File: src/rtl/bcw_pkg.sv
package bcw_pkg;
  typedef enum logic [1:0] {
    ST_IDLE  = 2'd0,
    ST_REQ   = 2'd1,
    ST_BURST = 2'd2,
    ST_GAP   = 2'd3
  } wr_state_e;
endpackage

File: src/rtl/bcw_rst_sync.sv
module bcw_rst_sync (
  input  logic clk,
  input  logic rst_n,
  output logic rst_n_sync
);
  logic q1, q2;

  always_ff @(posedge clk or negedge rst_n) begin
    if (!rst_n) begin
      q1 <= 1'b0;
      q2 <= 1'b0;
    end else begin
      q1 <= 1'b1;
      q2 <= q1;
    end
  end

  assign rst_n_sync = q2;
endmodule

File: src/rtl/bcw_sched.sv
// Burst scheduler: idle -> request -> burst -> gap
module bcw_sched
  import bcw_pkg::*;
#(
  parameter int BURST_LEN = 32,
  parameter int GAP_CYC   = 4
) (
  input  logic clk,
  input  logic rst_n,
  input  logic lvl_ready,
  input  logic mem_busy,
  input  logic mem_grant,
  output logic req,
  output logic beat,
  output logic done
);
  localparam int BEAT_W = (BURST_LEN > 1) ? $clog2(BURST_LEN) : 1;
  localparam int GAP_W  = $clog2(GAP_CYC + 1);
  localparam logic [BEAT_W-1:0] BEAT_LAST = BEAT_W'(BURST_LEN - 1);
  localparam logic [GAP_W-1:0]  GAP_LAST  = GAP_W'(GAP_CYC - 1);

  wr_state_e st_q, st_d;
  logic [BEAT_W-1:0] beat_q, beat_d;
  logic [GAP_W-1:0]  gap_q, gap_d;

  always_comb begin
    st_d   = st_q;
    beat_d = beat_q;
    gap_d  = gap_q;
    case (st_q)
      ST_IDLE: begin
        if (lvl_ready && !mem_busy) st_d = ST_REQ;
      end
      ST_REQ: begin
        if (mem_grant && !mem_busy) begin
          st_d   = ST_BURST;
          beat_d = '0;
        end
      end
      ST_BURST: begin
        if (beat_q == BEAT_LAST) begin
          st_d  = ST_GAP;
          gap_d = '0;
        end else begin
          beat_d = beat_q + 1'b1;
        end
      end
      default: begin
        if (gap_q == GAP_LAST) st_d = ST_IDLE;
        else                   gap_d = gap_q + 1'b1;
      end
    endcase
  end

  always_ff @(posedge clk or negedge rst_n) begin
    if (!rst_n) begin
      st_q   <= ST_IDLE;
      beat_q <= '0;
      gap_q  <= '0;
    end else begin
      st_q   <= st_d;
      beat_q <= beat_d;
      gap_q  <= gap_d;
    end
  end

  assign req  = (st_q == ST_REQ);
  assign beat = (st_q == ST_BURST);
  assign done = (st_q == ST_BURST) && (beat_q == BEAT_LAST);
endmodule

File: src/rtl/bcw_addr.sv
// Ring start pointer, advanced once per burst
module bcw_addr #(
  parameter int MEM_WORDS = 1 << 24,
  parameter int BURST_LEN = 32,
  parameter int ADDR_W    = 24
) (
  input  logic              clk,
  input  logic              rst_n,
  input  logic              adv,
  output logic [ADDR_W-1:0] base
);
  localparam logic [ADDR_W-1:0] LAST_BASE = ADDR_W'(MEM_WORDS - BURST_LEN);
  localparam logic [ADDR_W-1:0] STEP      = ADDR_W'(BURST_LEN);

  logic [ADDR_W-1:0] base_q, base_d;

  always_comb begin
    if (base_q == LAST_BASE) base_d = '0;
    else                     base_d = base_q + STEP;
  end

  always_ff @(posedge clk or negedge rst_n) begin
    if (!rst_n)   base_q <= '0;
    else if (adv) base_q <= base_d;
  end

  assign base = base_q;
endmodule

File: src/rtl/bcw_ovf.sv
// Sticky overflow capture
module bcw_ovf (
  input  logic clk,
  input  logic rst_n,
  input  logic push,
  input  logic full,
  output logic flag
);
  logic flag_q, flag_d;

  always_comb flag_d = flag_q | (push & full);

  always_ff @(posedge clk or negedge rst_n) begin
    if (!rst_n) flag_q <= 1'b0;
    else        flag_q <= flag_d;
  end

  assign flag = flag_q;
endmodule

File: src/rtl/burst_capture_writer.sv
module burst_capture_writer #(
  parameter int DATA_W    = 8,
  parameter int MEM_WORDS = 1 << 24,
  parameter int BURST_LEN = 32,
  parameter int GAP_CYC   = 4,
  parameter int LVL_W     = 8,
  localparam int ADDR_W   = $clog2(MEM_WORDS)
) (
  input  logic              clk,
  input  logic              rst_n,
  input  logic [LVL_W-1:0]  fifo_level,
  input  logic [DATA_W-1:0] fifo_rd_data,
  output logic              fifo_rd_en,
  input  logic              smp_push,
  input  logic              fifo_full,
  input  logic              mem_busy,
  input  logic              mem_grant,
  output logic              mem_req,
  output logic [ADDR_W-1:0] mem_addr,
  output logic              mem_wvalid,
  output logic [DATA_W-1:0] mem_wdata,
  output logic [ADDR_W-1:0] wr_ptr,
  output logic              ovf_flag
);
  logic rst_n_s;
  logic lvl_ready;
  logic beat;
  logic done;
  logic [ADDR_W-1:0] base;

  bcw_rst_sync u_rst (
    .clk        (clk),
    .rst_n      (rst_n),
    .rst_n_sync (rst_n_s)
  );

  assign lvl_ready = (fifo_level >= LVL_W'(BURST_LEN));

  bcw_sched #(
    .BURST_LEN (BURST_LEN),
    .GAP_CYC   (GAP_CYC)
  ) u_sched (
    .clk       (clk),
    .rst_n     (rst_n_s),
    .lvl_ready (lvl_ready),
    .mem_busy  (mem_busy),
    .mem_grant (mem_grant),
    .req       (mem_req),
    .beat      (beat),
    .done      (done)
  );

  bcw_addr #(
    .MEM_WORDS (MEM_WORDS),
    .BURST_LEN (BURST_LEN),
    .ADDR_W    (ADDR_W)
  ) u_addr (
    .clk   (clk),
    .rst_n (rst_n_s),
    .adv   (done),
    .base  (base)
  );

  bcw_ovf u_ovf (
    .clk   (clk),
    .rst_n (rst_n_s),
    .push  (smp_push),
    .full  (fifo_full),
    .flag  (ovf_flag)
  );

  assign fifo_rd_en = beat;
  assign mem_wvalid = beat;
  assign mem_wdata  = fifo_rd_data;
  assign mem_addr   = base;
  assign wr_ptr     = base;
endmodule

File: config.mk
export PLATFORM = sky130hd
export DESIGN_NAME = burst_capture_writer
export DESIGN_NICKNAME = d
export VERILOG_FILES = /design/src/rtl/bcw_pkg.sv /design/src/rtl/bcw_rst_sync.sv /design/src/rtl/bcw_sched.sv /design/src/rtl/bcw_addr.sv /design/src/rtl/bcw_ovf.sv /design/src/rtl/burst_capture_writer.sv
export SDC_FILE = /design/constraint.sdc
export NUM_CORES = 1
export LEC_CHECK = 0
export BUFFER_PORTS_ARGS = -buffer_cell sky130_fd_sc_hd__buf_2
export CORE_UTILIZATION = 52
export CTS_CLUSTER_SIZE = 16
export DETAILED_ROUTE_END_ITERATION = 16
export PLACE_DENSITY = 0.86
export SYNTH_ARGS = -nofsm -noshare
export SYNTH_HDL_FRONTEND = slang
export SYNTH_SLANG_ARGS = --single-unit
File: constraint.sdc
create_clock -name clk -period 2.5 [get_ports clk]
set_input_delay 0.375 -clock clk [delete_from_list [all_inputs] [get_ports clk]]
set_output_delay 0.375 -clock clk [all_outputs]
set_load 0.005 [all_outputs]
==> reports/metrics.sh, run 1 <==
MOST-COMMON-LAYOUT-CELLS='sky130_fd_sc_hd__buf_2, sky130_fd_sc_hd__dfrtp_1, sky130_fd_sc_hd__nand2_1'
WORST_EP_ARRIVAL_PS=2420
TIMING.CRITICAL_PATH.FANOUT_MAX=11
ROWS=21
DOMINANT_COMBINATIONAL_CELL_FAMILY_BY_AREA_AFTER_SYNTHESIS='simple AND/OR/NAND/NOR gates'
DIE_W_UM=63.3
TRITONCTS_CLOCK_TREE='built'
SYNTHESIS.INSTANCES=200
SYNTH_WARNINGS=0
FLOORPLAN.IO_PINS=82
POWER-PER-CELL-AREA_nW_PER_UM2=722
FINALSETUPVIOLCOUNT=0
DRV_CAP=0
TIMING_HOLD_VIOLATIONS_FINAL=0
CTS.HTREE.LEVELS=2
FINALNETCOUNT=258
SYNTH_EDF_COUNT=0
TIMING.REG2REG.SETUP_SLACK_PS=280
SYNTH-COMPOUND-AREA-SHARE_PCT=9.68
YS_FF_LATCH=32
CLOCK_PATH_BUFFERS=2
DR_TOTAL_VIAS=1419
TOP_LAYER='met4'
LAYOUT-AREA-OVERHEAD-VS-SYNTH_PCT=8.78
PLACEABLECOREAREA_SQ_UM=3470
STATUS='complete, no violations'
CRIT_PATH_END_KIND='register'
POST_CTS_RESIZE_COUNT=0
REG2REG_FROM='u_sched.beat_q[0]$_DFFE_PN0P_'
RR_WORST_DEPTH=7
FP.DIEH_UM=63.3
CLKTRANSATPATHREGS_PS=70
GRT_PASS1_VIAS=1317
SYNTHESIZED_AREA_PER_CELL_SQ_UM=9.76
YOSYS_MOST_USED_DFF='sky130_fd_sc_hd__dfrtp_1'
CONGESTION_OVERFLOW_GR=0
POST_SYNTH_FA_HA_MAJ_AREA_FRACTION_PCT=5.77
FINALWIRELENGTH_UM=3410
MET2_WIRE_LENGTH_UM=1640
CTS_MADE_BUFFERS=5
CELL_TYPE_WITH_THE_HIGHEST_AGGREGATE_AREA_IN_THE_NETLIST='sky130_fd_sc_hd__dfrtp_1'
DRT-PASS1-ITER-COUNT=4
POSTLAYOUTSETUPSLACKWORST_PS=282
GRT_START_MAX_NET_PINS=31
LAYOUT_COMMONEST_CELL='sky130_fd_sc_hd__buf_2'
FINCLKSKEW_PS=8.05
FLOORPLAN.INITIALDENSITY_PCT=56.3
CLOCK_INSERTION_DELAY_WORST_SKEW_PS=280
HOLD_PATH_CLASS='reg -> async'
SYN_STD_CELL_AREA_SQ_UM=1950
MEAN_NUMBER_OF_VIAS_PER_CELL=5.18
SYNTHMUXAREASHARE_PCT=1.09
SYNTHTOPCELLSBYAREA='sky130_fd_sc_hd__dfrtp_1, sky130_fd_sc_hd__buf_4, sky130_fd_sc_hd__ha_1, sky130_fd_sc_hd__xnor2_1, sky130_fd_sc_hd__nand2_1'
PLACE_CONGESTION=0.761
FINAL_MIN_PERIOD_OVER_CLOCK_PERIOD_PCT=88.7
MET3_LENGTH_UM=182
CRITICAL_PATH_CLASS='reg -> reg'
CRITICAL_PATH_REQUIRED_PS=2710
ANTENNA_FOUND_INITIAL=0
CLOCK-ROOT-BUFFER='sky130_fd_sc_hd__clkbuf_8'
CRITICAL_PATH.REG2REG.ENDPOINT='u_addr.base[17]$_DFFE_PN0P_'
MIN_PERIOD_PS=2220
NETLIST.AREA_LEADER.SHARE_PCT=41.0
POWER.LEAKAGE_nW=1.12
FILLER_CELL_COUNT=311
DIODES=0
DP_SLACK_PS=283
DETAILED_PLACE_HPWL_UM=2510
LAYOUT-DRIVE-GT1-SHARE_PCT=28.1
FIN_SETUP_TNS_PS=0
SYNTH_SEQUENTIAL_AREA_RATIO_PCT=41.0
INITIALDRTVIOLATIONCOUNT=158
GLOBALROUTETOTALUTIL_PCT=19.1
SYNTH-XOR-AREA-SHARE_PCT=5.83
FMAX_MHz=451
GRT_SETUP_UNREPAIRED='no'
SYNTH.LIB_CELLS_USED.DISTINCT=39
ANT_NETS=0
FINALMAXSLEWVIOLATIONS=0
SYNTH_ASYNC_SR_FLOP_SHARE_PCT=100
CRIT_PATH_START_KIND='register'
DIE_AREA_SQ_UM=4000
FIRST_PASS_GRT_WIRE_LENGTH_UM=5920
SYNTH-SIMPLE-AREA-SHARE_PCT=19.2
DRT-MET1-WL_UM=1530
AVG_WL_PER_CELL_UM=12.4
TRITONCTS_NUM_SINKS=32
DRC=0
MAX-VDD-IR-DROP_V=0.000864
BUFFER_PORTS.INSERTED=50
## layout make-up
class	count	area, sq um	area share (%)
clock buffers	6	72.6	3.42
clock inverters	2	35.0	1.65
inverters	6	22.5	1.06
multi-input cells	128	852	40.1
flip-flops and latches	32	801	37.7
well taps	46	57.6	2.71
repair buffers	54	283	13.3
## sequential cells by signal, summed over array words and instances (netlist names)
register	count
u_addr.base	19
u_ovf.flag	1
u_rst.q1	1
u_rst.rst_n_sync	1
u_sched.beat_q	5
u_sched.gap_q	3
u_sched.st_q	2
## worst max-delay path by stage
stage                                        startpoint                          end  slack (ps)  cells past startpoint
final                     u_sched.beat_q[0]$_DFFE_PN0P_  u_addr.base[17]$_DFFE_PN0P_         280                      7
after global routing      u_sched.beat_q[0]$_DFFE_PN0P_  u_addr.base[23]$_DFFE_PN0P_         120                      7
after CTS                 u_sched.beat_q[0]$_DFFE_PN0P_  u_addr.base[17]$_DFFE_PN0P_         280                      7
after detailed placement  u_sched.beat_q[0]$_DFFE_PN0P_  u_addr.base[17]$_DFFE_PN0P_         280                      7
after global placement    u_sched.beat_q[0]$_DFFE_PN0P_  u_addr.base[23]$_DFFE_PN0P_         380                      7
after floorplan           u_sched.beat_q[0]$_DFFE_PN0P_  u_addr.base[19]$_DFFE_PN0P_         410                      8
## kinds of logic after synthesis
group / after synthesis
and+or+nand+nor: 64
other: 2
buffers and inverters: 49
AOI/OAI and AO/OA: 29
DFF: 32
xor gates and xnor gates: 13
adders and majority gates: 9
muxes: 2
## where the power goes
group | switching (W) | leakage (nW) | internal (W)
Sequential | 0.0000413 | 0.422 | 0.000578
Combinational | 0.000249 | 0.639 | 0.000188
Clock | 0.000181 | 0.0552 | 0.000295
Total | 0.000471 | 1.12 | 0.00106
## worst max-delay path, cell delays in order, from the launching register on
cell                      delay, ps
sky130_fd_sc_hd__dfrtp_1        400
sky130_fd_sc_hd__ha_1           180
sky130_fd_sc_hd__and3_1         160
sky130_fd_sc_hd__ha_1           280
sky130_fd_sc_hd__nand2_2         80
sky130_fd_sc_hd__or2_1          380
sky130_fd_sc_hd__or4_1          520
sky130_fd_sc_hd__a21oi_1        150
## cells in the mapped netlist, drive strengths merged, types with 5 or more instances
cell   number
nand2      13
and3        5
xnor2       8
buf        41
o31ai       6
inv         6
nand4       7
dfrtp      32
nor2        6
a21oi       5
o21ai       9
or4         5
ha          9
xor2        5
## metal layers
metal  up-vias  global-route usage, %
met5         -                      0
met4         0                   8.24
met3         8                   6.70
met2        47                   31.0
met1       660                   22.9
li1        704                      -
## through the flow
stage / total power, W / utilization [%] / area [sq um] / std cells / hold slack, ps
global placement: 0.00105 / 57.8 / 2010 / 265 / 162
global route: 0.00166 / 61.2 / 2120 / 274 / 295
CTS: 0.00155 / 61.2 / 2120 / 274 / 260
finish: 0.00153 / 61.2 / 2120 / 274 / 244
detailed placement: 0.00107 / 57.8 / 2010 / 265 / 163
floorplan: 0.000997 / - / 1990 / 209 / 79.4
## what timing repair did
action | CTS | global route
hold endpoints to repair | 2 | 0
setup buffers | 0 | 0
hold buffers | 1 | 0
No activity file was read; power rests on OpenSTA's default activity.
==> run 2, diff against run 1 <==
- CELL_PAD_IN_SITES_DETAIL_PLACEMENT: unset -> 1
- CELL_PAD_IN_SITES_GLOBAL_PLACEMENT: unset -> 2
- CORE_UTILIZATION: 52 -> 30
- CTS_BUF_LIST: unset -> sky130_fd_sc_hd__clkbuf_16
- PLACE_DENSITY: 0.86 -> unset
- PLACE_DENSITY_LB_ADDON: unset -> 0.1
==> run 2 against run 1 <==
Design area up 3.4%. First-iteration DRC count fell by 56%. Clock power is 17% higher. Critical path depth unchanged. Hold slack worse by 230 ps. Via count grew 6.2%. Register-to-register slack worse by 110 ps.
==> reports/metrics.sh, run 2 (synthesis gave the netlist of run 1 again) <==
FINAL_CORE_UTILIZATION_PCT=34.8
HOLD_BUFS_AT_CTS=1
CTS_SETUP_BUFFERS=0
CRITICAL_PATH.REG2REG.ENDPOINT='u_addr.base[23]$_DFFE_PN0P_'
MOST-COMMON-LAYOUT-CELLS='sky130_fd_sc_hd__buf_2, sky130_fd_sc_hd__dfrtp_1, sky130_fd_sc_hd__nand2_1'
FIRST_PASS_GRT_WIRE_LENGTH_UM=7140
ANT_NETS=0
MAX-VDD-IR-DROP_V=0.000306
CONGESTION_OVERFLOW_GR=0
P_SW_SHARE_PCT=31.6
ANTENNA_FOUND_INITIAL=0
DETAILED_PLACE_HPWL_UM=3370
CTS.HTREE.LEVELS=2
CRIT_PATH_END_KIND='register'
TIMING.REG2REG.SETUP_SLACK_PS=170
FINAL_MIN_PERIOD_OVER_CLOCK_PERIOD_PCT=93.2
CLOCK_INSERTION_DELAY_WORST_SKEW_PS=270
WORST_EP_ARRIVAL_PS=2520
SHARE_CLK_OF_TOTAL_POWER_PCT=33.5
DRV_CAP=0
COMBINATIONALPOWERSHARE_PCT=28.9
FLOORPLAN.INITIALDENSITY_PCT=30.9
BUFFER_PORTS.INSERTED=50
POWER-PER-CELL-AREA_nW_PER_UM2=756
P_SWITCHING_W=0.000525
CLKTRANSATPATHREGS_PS=50
TRITONCTS_CLOCK_TREE='built'
INITIALDRTVIOLATIONCOUNT=69
ROWS=29
PLACEABLECOREAREA_SQ_UM=6310
CRITICAL_PATH_REQUIRED_PS=2690
POST_CTS_RESIZE_COUNT=0
PLACE_CONGESTION=0.797
DRT-PASS1-ITER-COUNT=4
GRT_PASS1_VIAS=1486
LAYOUT-DRIVE-GT1-SHARE_PCT=27.6
LAYOUT-AREA-OVERHEAD-VS-SYNTH_PCT=12.4
STATUS='complete, no violations'
TRITONCTS_NUM_SINKS=32
DR_TOTAL_VIAS=1507
CLOCK_PATH_BUFFERS=2
CTS_MADE_BUFFERS=5
FMAX_MHz=429
GRT_SETUP_UNREPAIRED='no'
FIN_SETUP_TNS_PS=0
HOLD_PATH_CLASS='reg -> async'
FLOORPLAN.IO_PINS=82
CLOCK-ROOT-BUFFER='sky130_fd_sc_hd__clkbuf_16'
DIE_W_UM=82.7
DP_SLACK_PS=176
AVG_WL_PER_CELL_UM=14.6
FINCLKSKEW_PS=3.31
CRIT_PATH_START_KIND='register'
DRC=0
DIE_AREA_SQ_UM=6830
SHARE_SEQ_OF_TOTAL_POWER_PCT=37.7
LARGEST_REGISTER_FF_COUNT=19
GRT_START_MAX_NET_PINS=30
CELL_INTERNAL_PWR_W=0.00113
POWER.LEAKAGE_nW=1.13
FINALMAXSLEWVIOLATIONS=0
GLOBALROUTETOTALUTIL_PCT=13.9
MIN_PERIOD_PS=2330
DIODES=0
CRITICAL_PATH_CLASS='reg -> reg'
RR_WORST_DEPTH=7
FP.DIEH_UM=82.7
TIMING_HOLD_VIOLATIONS_FINAL=0
LAYOUT_COMMONEST_CELL='sky130_fd_sc_hd__buf_2'
FINALWIRELENGTH_UM=4450
REG2REG_FROM='u_sched.beat_q[0]$_DFFE_PN0P_'
POSTLAYOUTSETUPSLACKWORST_PS=171
MEAN_NUMBER_OF_VIAS_PER_CELL=4.94
TIMING.CRITICAL_PATH.FANOUT_MAX=11
FINALNETCOUNT=259
FINALSETUPVIOLCOUNT=0
## run 2: cell count changes in the layout (fill, tap and decap cells not counted), sizes merged
| cell | delta |
|---|---|
| buf | +1 |
| bufinv | -1 |
| clkinv | +1 |
| clkbuf | -1 |
## run 2: layout make-up
| type | instances | area, sq um |
|---|---|---|
| Clock buffer | 5 | 125 |
| Clock inverter | 2 | 7.51 |
| Fill cell | 754 | 4120 |
| Inverter | 6 | 22.5 |
| Multi-Input combinational cell | 128 | 852 |
| Sequential cell | 32 | 801 |
| Tap cell | 77 | 96.3 |
| Timing Repair Buffer | 55 | 290 |
## run 2: worst max-delay path by stage
stage               depth (start not counted)                           to                           from
global placement                            7  u_addr.base[19]$_DFFE_PN0P_  u_sched.beat_q[0]$_DFFE_PN0P_
detailed placement                          7  u_addr.base[23]$_DFFE_PN0P_  u_sched.beat_q[0]$_DFFE_PN0P_
floorplan                                   8  u_addr.base[19]$_DFFE_PN0P_  u_sched.beat_q[0]$_DFFE_PN0P_
CTS                                         7  u_addr.base[17]$_DFFE_PN0P_  u_sched.beat_q[0]$_DFFE_PN0P_
finish                                      7  u_addr.base[23]$_DFFE_PN0P_  u_sched.beat_q[0]$_DFFE_PN0P_
global route                                7  u_addr.base[17]$_DFFE_PN0P_  u_sched.beat_q[0]$_DFFE_PN0P_
## run 2: power by group through the flow
stage	combinational [W]	clock [W]	sequential, W
after global placement	0.000450	0	0.000624
after floorplan	0.000372	0	0.000625
after detailed placement	0.000494	0	0.000633
after CTS	0.000498	0.000575	0.000624
final	0.000479	0.000555	0.000625
after global routing	0.000558	0.000598	0.000631
## run 2: metrics by stage
step	hold WS, ps	area (sq um)	cells	power, W
after global placement	8.28	2050	297	0.00107
after floorplan	79.4	1990	209	0.000997
after CTS	20.1	2190	305	0.00170
after detailed placement	15.4	2050	297	0.00113
final	17.2	2190	305	0.00166
after global routing	31.7	2190	305	0.00179
## run 2: critical path: stages, from the launching register on
cell and delay (ps):
sky130_fd_sc_hd__dfrtp_1 390, sky130_fd_sc_hd__ha_1 180, sky130_fd_sc_hd__and3_1 170, sky130_fd_sc_hd__ha_1 300
sky130_fd_sc_hd__nand2_2 140, sky130_fd_sc_hd__or2_1 390, sky130_fd_sc_hd__or4_1 500, sky130_fd_sc_hd__a21oi_1 170
## run 2: layer usage
metal	vias to the layer above	part of all wire, %	track usage, %
li1	704	-	-
met1	740	46	18.7
met2	52	47	21.3
met3	11	5.1	3.74
met4	0	1.8	4.83
met5	-	0	0
==> run 3, diff against run 2 <==
- SYNTH_HIERARCHICAL: unset -> 1
==> run 3 against run 2 <==
Die area is 0.12% lower. Global-route usage is 0.31 points lower. Via count is 5.8% lower. Critical endpoint is now u_addr/base[23]$_DFFE_PN0P_. Largest power group unchanged.
==> reports/metrics.sh, run 3 <==
FINALMAXSLEWVIOLATIONS=0
CRITICAL_PATH_CLASS='reg -> reg'
FP.DIEH_UM=82.6
DIE_W_UM=82.6
TRITONCTS_NUM_SINKS=32
GRT_START_MAX_NET_PINS=31
LARGEST_REGISTER_FF_COUNT=19
GRT_SETUP_UNREPAIRED='no'
POST_SYNTH_MOST_FREQUENT_CELLS='sky130_fd_sc_hd__buf_4, sky130_fd_sc_hd__dfrtp_1, sky130_fd_sc_hd__nand2_1'
CELL_INTERNAL_PWR_W=0.00117
DETAILED_PLACE_HPWL_UM=3120
MOST-COMMON-LAYOUT-CELLS='sky130_fd_sc_hd__buf_2, sky130_fd_sc_hd__dfrtp_1, sky130_fd_sc_hd__nand2_1'
HOLD_PATH_CLASS='reg -> async'
DRV_CAP=0
FINALSETUPVIOLCOUNT=0
FINALNETCOUNT=254
FIN_AREA_SQ_UM=2190
FINCLKSKEW_PS=6.38
POWER.LEAKAGE_nW=1.17
GLOBALROUTETOTALUTIL_PCT=13.6
FMAX_MHz=445
CRITICAL_PATH_REQUIRED_PS=2690
MIN_PERIOD_PS=2250
TRITONCTS_CLOCK_TREE='built'
SHARE_CLK_OF_TOTAL_POWER_PCT=32.9
CELL_TYPE_WITH_THE_HIGHEST_AGGREGATE_AREA_IN_THE_NETLIST='sky130_fd_sc_hd__dfrtp_1'
ANTENNA_FOUND_INITIAL=0
CTS_MADE_BUFFERS=5
DRT-PASS1-ITER-COUNT=4
CLOCK_PATH_BUFFERS=2
PLACEABLECOREAREA_SQ_UM=6310
CTS_SETUP_BUFFERS=0
DRC=0
REG2REG_FROM='u_sched/beat_q[0]$_DFFE_PN0P_'
DIE_AREA_SQ_UM=6820
CLOCK-ROOT-BUFFER='sky130_fd_sc_hd__clkbuf_16'
MEAN_NUMBER_OF_VIAS_PER_CELL=4.71
CRIT_PATH_END_KIND='register'
INITIALDRTVIOLATIONCOUNT=62
BUFFER_PORTS.INSERTED=50
SYNTH_WARNINGS=6
YOSYS_MOST_USED_DFF='sky130_fd_sc_hd__dfrtp_1'
SYN_STD_CELL_AREA_SQ_UM=1950
FINAL_MIN_PERIOD_OVER_CLOCK_PERIOD_PCT=89.8
P_SW_SHARE_PCT=33.1
DIODES=0
POWER-PER-CELL-AREA_nW_PER_UM2=797
SYNTHESIZED_AREA_PER_CELL_SQ_UM=9.90
FINALWIRELENGTH_UM=4270
RR_WORST_DEPTH=9
CLOCK_INSERTION_DELAY_WORST_SKEW_PS=280
GRT_PASS1_VIAS=1319
FIRST_PASS_GRT_WIRE_LENGTH_UM=6720
NETLIST.AREA_LEADER.SHARE_PCT=41.1
SHARE_SEQ_OF_TOTAL_POWER_PCT=35.3
LAYOUT_COMMONEST_CELL='sky130_fd_sc_hd__buf_2'
LAYOUT-AREA-OVERHEAD-VS-SYNTH_PCT=12.5
P_SWITCHING_W=0.000578
CONGESTION_OVERFLOW_GR=0
COMBINATIONALPOWERSHARE_PCT=31.9
LAYOUT-DRIVE-GT1-SHARE_PCT=31.3
SYNTHESIS.INSTANCES=197
SYNTH_SEQUENTIAL_AREA_RATIO_PCT=41.1
DR_TOTAL_VIAS=1419
FLOORPLAN.IO_PINS=82
FINAL_CELL_COUNT_NO_FILL=301
NUMPLACEDINSTANCES=292
PLACE_CONGESTION=0.706
YS_FF_LATCH=32
CTS.HTREE.LEVELS=2
DPL-INSTANCE-AREA_SQ_UM=2050
FIN_TOTAL_PWR_W=0.00175
AVG_WL_PER_CELL_UM=14.2
CLKTRANSATPATHREGS_PS=60
TIMING_HOLD_VIOLATIONS_FINAL=0
STARTPOINT='u_sched/beat_q[0]$_DFFE_PN0P_'
ANT_NETS=0
ROWS=29
SYNTH.LIB_CELLS_USED.DISTINCT=44
SYNTHTOPCELLSBYAREA='sky130_fd_sc_hd__dfrtp_1, sky130_fd_sc_hd__buf_4, sky130_fd_sc_hd__ha_1, sky130_fd_sc_hd__xnor2_1, sky130_fd_sc_hd__xor2_1'
SYNTH_ASYNC_SR_FLOP_SHARE_PCT=100
TIMING.CRITICAL_PATH.FANOUT_MAX=7
FLOORPLAN.INITIALDENSITY_PCT=30.9
FIN_SETUP_TNS_PS=0
CRIT_PATH_START_KIND='register'
STATUS='complete, no violations'
WORST_EP_ARRIVAL_PS=2440
MAX-VDD-IR-DROP_V=0.000277
SYNTH_EDF_COUNT=0
POST-SYNTH-TOP-COUNT-CELL='sky130_fd_sc_hd__buf_4'
==> run 3: cell types whose count changed after synthesis, sizes merged, moves of 3 or more <==
cell | previous run | this run
a21oi | 5 | 2
a22o | 3 | 0
and2 | 4 | 0
inv | 6 | 9
nor2 | 6 | 11
o31ai | 6 | 2
or4 | 5 | 0
==> run 3: metal layers <==
metal	global-route usage [%]	up-vias	routed length (um)
met2	19.8	43	1890
li1	-	681	-
met3	4.84	7	249
met5	0	-	0
met1	17.8	688	2070
met4	6.38	0	64
==> run 3: layout make-up <==
class	instances	area, sq um
Timing Repair Buffer	55	290
Inverter	9	33.8
Multi-Input combinational cell	120	835
Fill cell	760	4120
Tap cell	77	96.3
Clock inverter	3	11.3
Clock buffer	5	125
Sequential cell	32	801
==> run 3: power by group through the flow <==
| stage | clock network, W | registers (W) | logic [W] |
|---|---|---|---|
| 3_5_place_dp | 0 | 0.000625 | 0.000566 |
| 2_1_floorplan | 0 | 0.000619 | 0.000455 |
| 5_1_grt | 0.000623 | 0.000621 | 0.000636 |
| 3_3_place_gp | 0 | 0.000617 | 0.000533 |
| 4_1_cts | 0.000602 | 0.000615 | 0.000571 |
| 6_report | 0.000574 | 0.000616 | 0.000557 |
==> run 3: logic make-up after synthesis <==
family	Yosys count	synth area share [%]
simple gates	65	18.9
buf+inv	49	16.9
flops	32	41.1
compound gates	23	8.92
xor+xnor	15	6.74
fa+ha+maj	9	5.78
other cells	2	0.385
mux	2	1.28
==> run 3: critical path, cell delays in order, from the launching register on <==
cell and delay (ps):
sky130_fd_sc_hd__dfrtp_1 380, sky130_fd_sc_hd__ha_1 200, sky130_fd_sc_hd__and3_1 170, sky130_fd_sc_hd__ha_1 150
sky130_fd_sc_hd__nand2_1 100, sky130_fd_sc_hd__inv_2 130, sky130_fd_sc_hd__nand3_1 170, sky130_fd_sc_hd__or3_1 350
sky130_fd_sc_hd__or3_1 360, sky130_fd_sc_hd__a22oi_1 160
==> run 3: path summary, 6_finish.rpt <==
path,to,slack (ps)
worst max-delay path,u_addr/base[23]$_DFFE_PN0P_,250
worst min-delay path,u_addr/base[20]$_DFFE_PN0P_,260
worst max register to register,u_addr/base[23]$_DFFE_PN0P_,250
worst min register to register,u_addr/base[20]$_DFFE_PN0P_,260
max in group asynchronous,u_addr/base[13]$_DFFE_PN0P_,1950
min in group clk,u_ovf/flag$_DFF_PN0_,300
==> run 3: timing repair <==
action                                  CTS  global route
hold endpoints to repair                  2             0
resized for setup                         0             1
endpoints found under the setup margin    0             3
hold buffers                              1             0
==> run 3: through the flow <==
step / util, % / setup WS (ps) / hold WS, ps
finish: 34.7 / 254 / 259
floorplan: - / 373 / 79.4
global placement: 32.4 / 242 / 160
global route: 34.7 / 47.5 / 306
CTS: 34.7 / 166 / 290
detailed placement: 32.4 / 190 / 162
